**src/rtl/flash_wrlock_reg.sv**
```systemverilog
module flash_wrlock_reg #(
  parameter int DATA_W = 8,
  parameter int PAGE_W = 8,
  parameter int ADDR_W = 8,
  parameter logic [ADDR_W-1:0] LOCK_PORT = 8'h14
) (
  input  logic              clk,
  input  logic              rst_n,
  input  logic [1:0]        variant,
  input  logic [PAGE_W-1:0] exec_page,
  input  logic              seq_grant,
  input  logic [ADDR_W-1:0] io_addr,
  input  logic              io_wr,
  input  logic              io_rd,
  input  logic [DATA_W-1:0] io_wdata,
  output logic [DATA_W-1:0] port_rdata,
  output logic              lock_viol,
  output logic              flash_cmd_en,
  input  logic [PAGE_W-1:0] rd_page,
  input  logic [DATA_W-1:0] flash_rdata,
  output logic              rd_block,
  output logic [DATA_W-1:0] rd_data
);

  localparam logic [PAGE_W-1:0] PG_1C = PAGE_W'(8'h1C);
  localparam logic [PAGE_W-1:0] PG_1D = PAGE_W'(8'h1D);
  localparam logic [PAGE_W-1:0] PG_1E = PAGE_W'(8'h1E);
  localparam logic [PAGE_W-1:0] PG_1F = PAGE_W'(8'h1F);
  localparam logic [PAGE_W-1:0] PG_3C = PAGE_W'(8'h3C);
  localparam logic [PAGE_W-1:0] PG_3D = PAGE_W'(8'h3D);
  localparam logic [PAGE_W-1:0] PG_3E = PAGE_W'(8'h3E);
  localparam logic [PAGE_W-1:0] PG_3F = PAGE_W'(8'h3F);
  localparam logic [PAGE_W-1:0] PG_6F = PAGE_W'(8'h6F);
  localparam logic [PAGE_W-1:0] PG_7C = PAGE_W'(8'h7C);
  localparam logic [PAGE_W-1:0] PG_7D = PAGE_W'(8'h7D);
  localparam logic [PAGE_W-1:0] PG_7E = PAGE_W'(8'h7E);
  localparam logic [PAGE_W-1:0] PG_7F = PAGE_W'(8'h7F);

  logic              locked;
  logic              priv;
  logic [PAGE_W-1:0] prot_page;

  always_comb begin
    unique case (variant)
      2'd0:    priv = (exec_page == PG_1C) || (exec_page == PG_1D) || (exec_page == PG_1F);
      2'd1:    priv = (exec_page == PG_3C) || (exec_page == PG_3D) || (exec_page == PG_3F);
      2'd2:    priv = (exec_page == PG_7C) || (exec_page == PG_7D) || (exec_page == PG_7F);
      default: priv = (exec_page == PG_6F) || (exec_page == PG_7C) ||
                      (exec_page == PG_7D) || (exec_page == PG_7F);
    endcase
  end

  always_comb begin
    unique case (variant)
      2'd0:    prot_page = PG_1E;
      2'd1:    prot_page = PG_3E;
      default: prot_page = PG_7E;
    endcase
  end

  wire port_hit = (io_addr == LOCK_PORT);
  wire wr_hit   = io_wr && port_hit;
  wire accept   = wr_hit && priv && seq_grant;

  always_ff @(posedge clk) begin
    if (!rst_n) begin
      locked    <= 1'b1;
      lock_viol <= 1'b0;
    end else begin
      lock_viol <= wr_hit && !accept;
      if (accept) locked <= ~io_wdata[0];
    end
  end

  assign flash_cmd_en = ~locked;
  assign rd_block     = locked && (rd_page == prot_page);
  assign rd_data      = rd_block ? {DATA_W{1'b1}} : flash_rdata;
  assign port_rdata   = (io_rd && port_hit && variant[1]) ? {{(DATA_W-1){1'b0}}, ~locked}
                                                          : {DATA_W{1'b0}};

endmodule

```
**config.mk**
```make
export PLATFORM = sky130hd
export DESIGN_NAME = flash_wrlock_reg
export DESIGN_NICKNAME = d
export VERILOG_FILES = /design/src/rtl/flash_wrlock_reg.sv
export SDC_FILE = /design/constraint.sdc
export NUM_CORES = 1
export LEC_CHECK = 0
export ABC_AREA = 1
export BUFFER_PORTS_ARGS = -buffer_cell sky130_fd_sc_hd__buf_2
export CORE_MARGIN = 1
export CORE_UTILIZATION = 28
export CTS_CLUSTER_DIAMETER = 150
export DETAILED_ROUTE_END_ITERATION = 6
export PLACE_DENSITY = 0.83
export SLEW_MARGIN = 20
export SYNTH_ARGS = -nofsm -noshare
export SYNTH_HDL_FRONTEND = slang
export SYNTH_SLANG_ARGS = --single-unit
```
**constraint.sdc**
```tcl
create_clock -name clk -period 1.9 [get_ports clk]
set_clock_uncertainty 0.2 [all_clocks]
set_input_delay 0.285 -clock clk [delete_from_list [all_inputs] [get_ports clk]]
set_output_delay 0.285 -clock clk [all_outputs]
set_load 0.005 [all_outputs]
```
# Word level (Yosys, flattened, before mapping)
# Index checks and enable logic that the tools add are counted.
# W data, S select, Z words.
[op_classes] n_eq_ne=14 bitwise_logic=2 reduce_logical=18 mux=4
[op_table] op="$eq A8 B5 Y1 const B" n=4
[op_table] op="$eq A8 B7 Y1 const B" n=4
[op_table] op="$eq A8 B6 Y1 const B" n=3
[op_table] op="$pmux W7 S2" n=1
[op_table] op="$logic_or A1 B1 Y1" n=9
[op_table] op="$eq A8 B8 Y1" n=1
[op_table] op="$mux W8" n=1
[op_table] op="$logic_and A1 B1 Y1" n=7
[op_table] op="$pmux W1 S3" n=1
[op_table] op="$eq A2 B1 Y1 const B" n=1
[op_table] op="$eq A2 B2 Y1 const B" n=1
[op_table] op="$logic_not A2 Y1" n=1
[op_table] op="$not A1 Y1" n=2
[op_table] op="$logic_not A1 Y1" n=1
[op_table] op="$mux W1" n=1
[totals] output_inout_bits=19 input_bits=47 reg_bits=2

# Longest topological paths before layout
# Gate-level depths: netlist (run 1).
[depth] depth_word=9 mapped_depth=8

# Worst setup path before layout (run 1)
# OpenSTA, ideal clock, no wires.
[synth_timing] path_kind="input to output" from="input port variant[1]" to="output port rd_data[0]" t_required_ns=1.415 cell_stages=6 setup_slack_ns=0.521 n_path_buf=0 t_arrival_ns=0.894 path_cell_list="nor2_1 xnor2_1 nor2_1 nand2_1 inv_2 or2_1"
[synth_via] elab_chain_cells=5
[synth_rtl] element="start: declaration" line_no="9" source="input logic [1:0] variant,"
[synth_rtl] element="$eq A2 B1 Y1 or $logic_not A2 Y1 (tied branches)" line_no="54" source="unique case (variant)"
[synth_rtl] element="$pmux W7 S2 *" line_no="54"
[synth_rtl] element="$eq A8 B8 Y1 *" line_no="76" source="assign rd_block = locked && (rd_page == prot_page);"
[synth_rtl] element="$logic_and A1 B1 Y1 *" line_no="76"
[synth_rtl] element="via rd_block" line_no="21" source="output logic rd_block,"
[synth_rtl] element="$mux W8 *" line_no="77" source="assign rd_data = rd_block ? {DATA_W{1'b1}} : flash_rdata;"
[synth_rtl] element="end: declaration" line_no="22" source="output logic [DATA_W-1:0] rd_data"
# Mark *: on every way through the listed nets, which the timed path passes. The rest lies on a longest branch.

# Worst setup path in the final report (run 1)
[layout_timing] from="register locked" to="output port rd_data[6]"
[layout_via] elab_chain_cells=2
[layout_rtl] element="start: declaration" line_no="39" source="logic locked;"
[layout_rtl] element="start signal: assignment" line_no="71" source="if (accept) locked <= ~io_wdata[0];"
[layout_rtl] element="$logic_and A1 B1 Y1" line_no="76"
[layout_rtl] element="$mux W8" line_no="77"
# No other way between the ends.

==> results.sh, run 1 <==
export IMPL_ant_nets=0
export IMPL_crit_path_max_incr_delay_ns=0.30
export IMPL_initial_utilization_pct=32.38
export IMPL_leakagePower_nw=0.4567
export IMPL_slowest_stage="dfxtp_1"
export IMPL_cts_hold_buf=0
export IMPL_synthTopCellsByCount="nand2_1, inv_1, nor2_1"
export IMPL_nets=178
export IMPL_post_synth_top_area_fraction_pct=17.59
export IMPL_die_area_um2=1524
export IMPL_synth_ff_type="dfxtp_1"
export IMPL_vias=605
export IMPL_die_w_um=39.04
export IMPL_yosysSeqAreaShare_pct=10.42
export IMPL_via_per_inst=4.231
export IMPL_required_ns=1.41
export IMPL_drive_gt1_share_pct=44.96
export IMPL_end_kind="output port"
export IMPL_post_route_util_pct=55.80
export IMPL_grt_usage_pct=16.61
export IMPL_synth_cells=75
export IMPL_cts_root_buffer="clkbuf_4"
export IMPL_clk_path_buf_depth=2
export IMPL_critical_path_peak_fanout=4
export IMPL_clk_pin_slew_ns=0.03
export IMPL_worst_hold_slack_ns=0.05801
export IMPL_synthTopCellsByArea="nand2_1, inv_1, buf_4"
export IMPL_syn_avg_cell_area_um2=5.122
export IMPL_dp_cells=139
export IMPL_dp_hpwl_um=1049
export IMPL_synth_edff_count=0
export IMPL_design_core_area_um2=1186
export IMPL_syn2layout_area_growth_pct=72.31
export IMPL_cts_max_level=1
export IMPL_cts_sinks=2
export IMPL_grt_max_degree=10
export IMPL_rows=12
export IMPL_cp_cell_sequence="inv_1 -> nor2_1 -> nand3_1 -> nor2_2 -> nand2_2 -> clkinvlp_4 -> or2_1 -> buf_2"
export IMPL_n_antenna_cell=0
export IMPL_setup_tns_ns=0
export IMPL_die_h_um=39.04
export IMPL_fin_crit_ns=1.802
export IMPL_grt_pass1_vias=487
export IMPL_irDropWorstVdd_v=0.0001637
export IMPL_fin_cells=143
export IMPL_overflow=0
export IMPL_route_detailed_drc=0
export IMPL_insertion_delay_ns=0.23
export IMPL_io_buffers=51
export IMPL_fin_crit_sh_pct=94.84
export IMPL_hold_class="in2reg"
export IMPL_power_per_cell_area_nw_per_um2=340.8
export IMPL_drt_wl_total_um=1213
export IMPL_tritoncts="done"
export IMPL_grt_pass1_wl_um=1669
export IMPL_ys_ff_latch=2
export IMPL_yosys_cell_types_count=14
export IMPL_drt_iter0_drc=4
export IMPL_crit_type="reg2out"
export IMPL_hold_viol=0
export IMPL_async_flop_share_pct=0
export IMPL_cts_made_buffers=3
export IMPL_cap_violations=0
export IMPL_first_pass_iters=2
export IMPL_rsz0062_at_grt="false"
export IMPL_start_kind="flop"
export IMPL_clock_fmax_ghz=0.5549
export IMPL_fill_cells=130
export IMPL_finalSetupViolations=0
export IMPL_status="finished clean"
export IMPL_arrival_ns=1.32
export IMPL_synth_area_leader_cell="nand2_1"
export IMPL_ys_warn_count=0
export IMPL_yosysMostFrequentCell="nand2_1"
export IMPL_slew_violations=0
export IMPL_io_pins=66
export IMPL_netlist_area_um2=384.1
export IMPL_antenna_found_initial=0
export IMPL_gp_congestion=0.6870
export IMPL_routedWlPerCell_um=8.483
[worst max-delay path: cells and delay by family, from the launching register on]
kind | cells | cell delay [ns]
and+or+nand+nor | 5 | 0.47
DFF | 1 | 0.30
buffers and inverters | 3 | 0.30
[power breakdown]
part           internal (mW)  switching [mW]  total (mW)
Clock                 0.0699          0.0273      0.0972
Combinational         0.0484          0.0376      0.0860
Sequential            0.0423      0.00000594      0.0424
Total                  0.161          0.0649       0.226
[sequential cells by signal, summed over array words and instances, names as in the netlist]
signal	cells
lock_viol	1
locked	1
[cells by family (layout without fill, tap and decap cells)]
logic type / Yosys count / in the layout / synth area share (%)
xor+xnor: 2 / 2 / 4.561
flops: 2 / 2 / 10.42
compound gates: 2 / 2 / 2.606
simple gates: 44 / 44 / 51.14
other cells: 1 / 7 / 0.9763
buf+inv: 24 / 72 / 30.29
[per-layer routing]
metal  wire (um)  part of all wire [%]  vias to the layer above  GRT usage [%]
met2         668                    55                       40          36.25
met5           0                     0                        -              0
met3         134                    11                        4          3.468
met4          29                   2.4                        0          10.34
li1            -                     -                      315              -
met1         381                    31                      246          11.90
[area by class of cell]
type                            count  area [um2]  share of cell area, %
Multi-Input combinational cell     55       255.2                  38.56
Timing Repair Buffer               51       255.2                  38.56
Inverter                           17       63.81                  9.641
Sequential cell                     2       40.04                  6.049
Clock buffer                        3       22.52                  3.403
Tap cell                           14       17.52                  2.647
Timing Repair inverter              1       7.507                  1.134
[placed cells by master (no fill, tap or decap)]
master and n:
buf_2 51, clkbuf_4 3, clkinvlp_4 1, conb_1 7, dfxtp_1 2, inv_1 16
inv_2 1, nand2_1 17, nand2_2 1, nand3_1 6, nand4_1 1, nor2_1 9
nor2_2 1, nor3_1 1, o21ai_0 2, or2_1 8, xnor2_1 1, xor2_1 1
[final timing paths]
check,cells after the start,from,slack (ns),end
hold reg to reg,2,locked,0.26,locked
setup reg to reg,2,locked,1.17,locked
hold / removal,2,rst_n,0.06,locked
setup / recovery,8,locked,0.1,rd_data[6]
[stage by stage]
step,setup WS (ns),area (um2),power [mW]
2_1_floorplan,0.5214,406.6,0.08504
5_1_grt,0.01482,661.9,0.2448
4_1_cts,0.1202,649.4,0.2309
6_report,0.09796,661.9,0.2255
3_5_place_dp,0.2143,626.9,0.1278
3_3_place_gp,0.2395,626.9,0.1257
[repair_timing]
action	CTS	global route
setup buffers	0	0
gates resized for setup	0	3
endpoints found under the hold margin	0	0
setup endpoints to repair	0	4
(Power assumes the default switching activity.)
==> inputs of run 2 (changes only) <==
--- a/config.mk
+++ b/config.mk
@@ -6,12 +6,12 @@
 export NUM_CORES = 1
 export LEC_CHECK = 0
 export ABC_AREA = 1
-export BUFFER_PORTS_ARGS = -buffer_cell sky130_fd_sc_hd__buf_2
-export CORE_MARGIN = 1
-export CORE_UTILIZATION = 28
+export CORE_AREA = 2 2 39 41
 export CTS_CLUSTER_DIAMETER = 150
 export DETAILED_ROUTE_END_ITERATION = 6
-export PLACE_DENSITY = 0.83
+export DIE_AREA = 0 0 41 43
+export DONT_BUFFER_PORTS = 1
+export PLACE_DENSITY = 0.42
 export SLEW_MARGIN = 20
 export SYNTH_ARGS = -nofsm -noshare
 export SYNTH_HDL_FRONTEND = slang
==> constraint.sdc (replaced) <==
create_clock -name clk -period 1.7 [get_ports clk]
set_clock_uncertainty 0.2 [all_clocks]
set_input_delay 0.255 -clock clk [delete_from_list [all_inputs] [get_ports clk]]
set_output_delay 0.255 -clock clk [all_outputs]
set_load 0.005 [all_outputs]
==> run 2 against run 1 <==
Compared with the run above: wire length is 30% lower; largest power group unchanged; global-route usage fell by 5.6 points; sequential power is 12% higher; sequential cell count stayed put; largest cell class unchanged; utilization is 23 points lower; highest routed layer is now met3.
==> results.sh, run 2 (synthesis gave the netlist of run 1 again) <==
export IMPL_status="finished clean"
export IMPL_overflow=0
export IMPL_required_ns=1.24
export IMPL_syn2layout_area_growth_pct=17.26
export IMPL_cp_startpoint="locked"
export IMPL_n_antenna_cell=0
export IMPL_dpl_cell_area_um2=374.1
export IMPL_hold_class="in2reg"
export IMPL_end_kind="output port"
export IMPL_cts_root_buffer="clkbuf_4"
export IMPL_gp_congestion=0.6098
export IMPL_die_h_um=43
export IMPL_ant_nets=0
export IMPL_crit_family="simple AND/OR/NAND/NOR gates"
export IMPL_leakagePower_nw=0.2589
export IMPL_cts_sinks=2
export IMPL_r2r_slack_ns=0.83
export IMPL_power_per_cell_area_nw_per_um2=437.8
export IMPL_multiInputGateArea_um2=272.8
export IMPL_die_area_um2=1763
export IMPL_r2r_start="locked"
export IMPL_insertion_delay_ns=0.22
export IMPL_cp_depth=7
export IMPL_final_common_cell="nand2_1"
export IMPL_r2r_end="locked"
export IMPL_critPathBufInv=2
export IMPL_cp_cell_sequence="inv_4 -> nor2_4 -> nand3_2 -> nor2_2 -> nand2_2 -> clkinvlp_4 -> or2_1"
export IMPL_cts_max_level=1
export IMPL_final_cell_area_um2=450.4
export IMPL_grt_pass1_wl_um=1283
export IMPL_crit_path_max_incr_delay_ns=0.32
export IMPL_finalSetupViolations=0
export IMPL_hold_end="lock_viol"
export IMPL_dp_cells=90
export IMPL_antenna_found_initial=0
export IMPL_fin_crit_ns=1.629
export IMPL_fin_total_pwr_mw=0.1972
export IMPL_critical_path_peak_fanout=3
export IMPL_grt_max_degree=7
export IMPL_fill_cells=168
export IMPL_drt_wl_total_um=847
export IMPL_die_w_um=41
export IMPL_cts_made_buffers=3
export IMPL_slowest_stage="dfxtp_2"
export IMPL_tritoncts="done"
export IMPL_drive_gt1_share_pct=17.50
export IMPL_fin_crit_sh_pct=95.84
export IMPL_regArea_um2=41.29
export IMPL_clk_path_buf_depth=2
export IMPL_clk_pin_slew_ns=0.03
export IMPL_arrival_ns=1.17
export IMPL_cap_violations=0
export IMPL_grt_usage_pct=11.01
export IMPL_irDropWorstVdd_v=0.0001692
export IMPL_vias=422
export IMPL_via_per_inst=4.396
export IMPL_rr_worst_depth=3
export IMPL_clock_fmax_ghz=0.6138
export IMPL_drt_iter0_drc=2
export IMPL_design_core_area_um2=1384
export IMPL_largestRegisters="lock_viol x1, locked x1"
export IMPL_start_kind="flop"
export IMPL_grt_pass1_vias=380
export IMPL_nets=129
export IMPL_hold_path_startpoint="io_wr"
export IMPL_dp_hpwl_um=737.5
export IMPL_final_cell_mix="nand2_1, inv_1, nor2_1"
export IMPL_rows=14
export IMPL_route_detailed_drc=0
export IMPL_hold_depth=4
export IMPL_io_buffers=0
export IMPL_initial_utilization_pct=27.76
export IMPL_io_pins=66
export IMPL_slew_violations=0
export IMPL_rsz0062_at_grt="true"
export IMPL_crit_type="reg2out"
export IMPL_hold_viol=0
export IMPL_routedWlPerCell_um=8.823
export IMPL_worst_hold_slack_ns=0.04266
export IMPL_first_pass_iters=3
export IMPL_fin_cells=96
-- run 2: cell types whose count changed in the layout (fill, tap and decap cells not counted), sizes merged --
cell,previous run,this run
dlygate4sd3,0,1
buf,51,1
-- run 2: report_power, final --
group	total, mW	leakage (nW)	switching [mW]	internal, mW
clock	0.105	0.0138	0.0269	0.0779
combinational	0.0451	0.229	0.0229	0.0222
sequential	0.0473	0.0156	0.0000149	0.0473
total	0.197	0.259	0.0498	0.147
-- run 2: timing repair --
action	in CTS	in global routing
pin swaps	1	4
buffers inserted	1	0
gates cloned	1	0
hold buffers	1	0
resized for setup	3	9
setup endpoints to repair	8	8
hold endpoints to repair	1	0
-- run 2: worst reg2reg max path, cell delays in order, from the launching register on --
cell	delay (ns)
dfxtp_2	0.32
buf_4	0.13
nand2_1	0.05
nand3_1	0.06
-- run 2: worst max-delay path by stage --
stage | slack (ns) | endpoint
floorplan | 0.38 | rd_data[0]
global placement | 0.23 | rd_data[2]
detailed placement | 0.21 | rd_data[5]
CTS | -0.01 | rd_data[0]
global route | -0.02 | rd_data[7]
finish | 0.07 | rd_data[0]
-- run 2: layer usage --
layer / vias to the layer above / wire length [um] / track usage, %
met5: - / 0 / 0
met4: 0 / 0 / 8.000
met3: 0 / 140 / 5.236
met2: 38 / 464 / 17.50
met1: 169 / 241 / 10.19
li1: 215 / - / -
-- run 2: final cells by class --
cell class / count / share of cell area, %
multi-input cells: 55 / 60.56
inverters: 17 / 15.28
flip-flops and latches: 2 / 9.167
clock buffers: 3 / 5.000
well taps: 16 / 4.444
repair buffers: 2 / 3.889
repair inverters: 1 / 1.667
-- run 2: metrics by stage --
step                      utilization [%]  TNS (ns)  setup slack (ns)
final                               32.55         0           0.07077
after CTS                           30.56  -0.04109          -0.01418
after global placement              27.03         0            0.2283
after detailed placement            27.03         0            0.2119
after global routing                32.55  -0.08274          -0.02315
after floorplan                         -         0            0.3800
==> inputs of run 3 (changes only) <==
--- a/config.mk
+++ b/config.mk
@@ -5,13 +5,14 @@
 export SDC_FILE = /design/constraint.sdc
 export NUM_CORES = 1
 export LEC_CHECK = 0
-export ABC_AREA = 1
+export ABC_AREA = 0
 export CORE_AREA = 2 2 39 41
 export CTS_CLUSTER_DIAMETER = 150
 export DETAILED_ROUTE_END_ITERATION = 6
 export DIE_AREA = 0 0 41 43
 export DONT_BUFFER_PORTS = 1
-export PLACE_DENSITY = 0.42
+export PLACE_DENSITY = 0.4
+export SKIP_LAST_GASP = 1
 export SLEW_MARGIN = 20
 export SYNTH_ARGS = -nofsm -noshare
 export SYNTH_HDL_FRONTEND = slang
==> constraint.sdc (replaced) <==
create_clock -name clk -period 1.7 [get_ports clk]
set_clock_uncertainty 0.2 [all_clocks]
set_input_delay 0.255 -clock clk [delete_from_list [all_inputs] [get_ports clk]]
set_output_delay 0.255 -clock clk [all_outputs]
set_load 0.01 [all_outputs]
==> run 3 against run 2 <==
Compared with the run above: power grew 0.75%; first-iteration DRC count shrank 50%; non-clock buffer count grew 1; global-route usage shrank 2.6 points; critical path depth shrank 3; hold slack lost 0.031 ns; wire length grew 2.5%; sequential cell count is the same; die area is the same; critical endpoint is now rd_data[4]; largest cell class unchanged; largest power group unchanged; highest routed layer unchanged.
==> results.sh, run 3 <==
export IMPL_clk_path_buf_depth=2
export IMPL_irDropWorstVdd_v=0.0003539
export IMPL_dp_hpwl_um=757.4
export IMPL_synth_ff_type="dfxtp_1"
export IMPL_synth_mux_area_share_pct=3.203
export IMPL_finalSetupViolations=0
export IMPL_grt_usage_pct=8.408
export IMPL_synth_compound_area_share_pct=12.81
export IMPL_rows=14
export IMPL_start_kind="flop"
export IMPL_route_detailed_drc=0
export IMPL_power_per_cell_area_nw_per_um2=479.7
export IMPL_clockPowerShare_pct=52.6
export IMPL_cts_root_buffer="clkbuf_4"
export IMPL_pwr_share_seq_pct=23.8
export IMPL_leakagePower_nw=0.1650
export IMPL_synth_edff_count=0
export IMPL_fin_crit_sh_pct=97.19
export IMPL_synthTopCellsByCount="nand2_1, nand2b_1, buf_4"
export IMPL_arrival_ns=1.20
export IMPL_drt_wl_total_um=868
export IMPL_cts_made_buffers=3
export IMPL_synth_cells=49
export IMPL_synth_top_family_by_area="simple AND/OR/NAND/NOR gates"
export IMPL_grt_max_degree=10
export IMPL_nets=104
export IMPL_tritoncts="done"
export IMPL_grt_pass1_wl_um=1041
export IMPL_via_per_inst=4.972
export IMPL_clock_fmax_ghz=0.6053
export IMPL_required_ns=1.24
export IMPL_ys_warn_count=0
export IMPL_status="finished clean"
export IMPL_final_cell_area_um2=414.1
export IMPL_synthXorXnorAreaFrac_pct=4.982
export IMPL_p_sw_share_pct=26.56
export IMPL_cap_violations=0
export IMPL_place_ws_ns=-0.1066
export IMPL_crit_type="reg2out"
export IMPL_hold_class="in2reg"
export IMPL_dpl_cell_area_um2=349.1
export IMPL_p_sw_mw=0.05276
export IMPL_drive_gt1_share_pct=20.00
export IMPL_fin_crit_ns=1.652
export IMPL_end_kind="output port"
export IMPL_post_cts_setup_buffers=0
export IMPL_cts_sinks=2
export IMPL_cts_max_level=1
export IMPL_clk_pin_slew_ns=0.03
export IMPL_critical_path_peak_fanout=4
export IMPL_combPwrFrac_pct=23.6
export IMPL_design_core_area_um2=1384
export IMPL_hold_viol=0
export IMPL_n_antenna_cell=0
export IMPL_cp_cell_sequence="nand4b_1 -> nor3_2 -> nand2_2 -> nand2b_1"
export IMPL_gp_congestion=0.6467
export IMPL_post_route_util_pct=29.93
export IMPL_antenna_found_initial=0
export IMPL_syn2layout_area_growth_pct=17.79
export IMPL_grt_pass1_vias=314
export IMPL_io_buffers=0
export IMPL_slowest_stage="dfxtp_2"
export IMPL_die_w_um=41
export IMPL_final_cell_mix="nand2_1, nand2b_1, conb_1"
export IMPL_die_area_um2=1763
export IMPL_post_synth_top_area_fraction_pct=17.79
export IMPL_first_pass_iters=2
export IMPL_synth_simple_gate_area_share_pct=49.47
export IMPL_largestRegisters="lock_viol x1, locked x1"
export IMPL_initial_utilization_pct=25.41
export IMPL_vias=353
export IMPL_synth_adder_area_share_pct=0
export IMPL_synth_area_leader_cell="nand2b_1"
export IMPL_die_h_um=43
export IMPL_ys_ff_latch=2
export IMPL_yosys_cell_types_count=17
export IMPL_overflow=0
export IMPL_slew_violations=0
export IMPL_p_int_mw=0.1459
export IMPL_drt_iter0_drc=1
export IMPL_io_pins=66
export IMPL_yosysSeqAreaShare_pct=11.39
export IMPL_async_flop_share_pct=0
export IMPL_crit_path_max_incr_delay_ns=0.33
export IMPL_ant_nets=0
export IMPL_rsz0062_at_grt="true"
export IMPL_fin_ws_ns=0.04785
export IMPL_insertion_delay_ns=0.22
export IMPL_syn_avg_cell_area_um2=7.175
export IMPL_routedWlPerCell_um=12.23
export IMPL_netlist_area_um2=351.6
export IMPL_synthTopCellsByArea="nand2b_1, buf_4, dfxtp_1"
## run 3: changes by cell type after synthesis, sizes merged, moves of 4 or more
cell and delta:
nand2 -8, nor2 -10, or2 -8, inv -15, nand2b +10, nand3 -4
## run 3: cell families after synthesis
family	Yosys count
compound gates	4
flops	2
mux	1
xor+xnor	2
buf+inv	9
simple gates	30
other cells	1
## run 3: worst max-delay path, delay by kind of cell (launching register included)
family | cells | cell delay, ns
DFF | 1 | 0.33
and+or+nand+nor | 4 | 0.64
## run 3: metrics by stage
step / std cells / total power, mW / hold WS (ns) / setup TNS [ns]
final: 71 / 0.1987 / 0.01158 / 0
after floorplan: 55 / 0.09792 / 0.1733 / -0.06102
after global routing: 71 / 0.2201 / 0.003358 / -0.6405
after detailed placement: 65 / 0.08845 / 0.1898 / -0.1066
after CTS: 70 / 0.2023 / 0.005643 / 0
after global placement: 65 / 0.08861 / 0.1921 / -0.1142
## run 3: area by class of cell
| type | count | area (um2) |
|---|---|---|
| sequential | 2 | 41.29 |
| tap | 16 | 20.02 |
| inverter | 2 | 7.507 |
| fill | 161 | 969.7 |
| timing repair buffer | 3 | 27.53 |
| clock buffer | 3 | 22.52 |
| multi-input combinational | 45 | 295.3 |
## run 3: path summary, 6_finish.rpt
path                from    endpoint  slack, ns  cells after the start
max               locked  rd_data[4]       0.05                      4
max reg2reg       locked      locked       0.62                      3
min reg2reg       locked      locked       0.41                      3
min          io_wdata[0]      locked       0.01                      2
## run 3: power groups by stage
stage	Sequential [mW]	Combinational, mW	Clock (mW)
4_1_cts	0.0473	0.0450	0.110
2_1_floorplan	0.0479	0.0500	0
6_report	0.0473	0.0469	0.104
3_3_place_gp	0.0479	0.0407	0
3_5_place_dp	0.0479	0.0405	0
5_1_grt	0.0472	0.0524	0.120
## run 3: routing by layer
layer,track usage [%],part of all wire (%),vias to the layer above
li1,-,-,167
met1,5.732,32,147
met2,17.19,51,39
met3,5.759,17,0
met4,0,0,0
met5,0,0,-
## run 3: what timing repair did
action	in CTS	in global routing
setup endpoints to repair	9	9
hold endpoints to repair	1	0
gates resized for setup	2	3
hold buffers	2	0
cloned	0	1
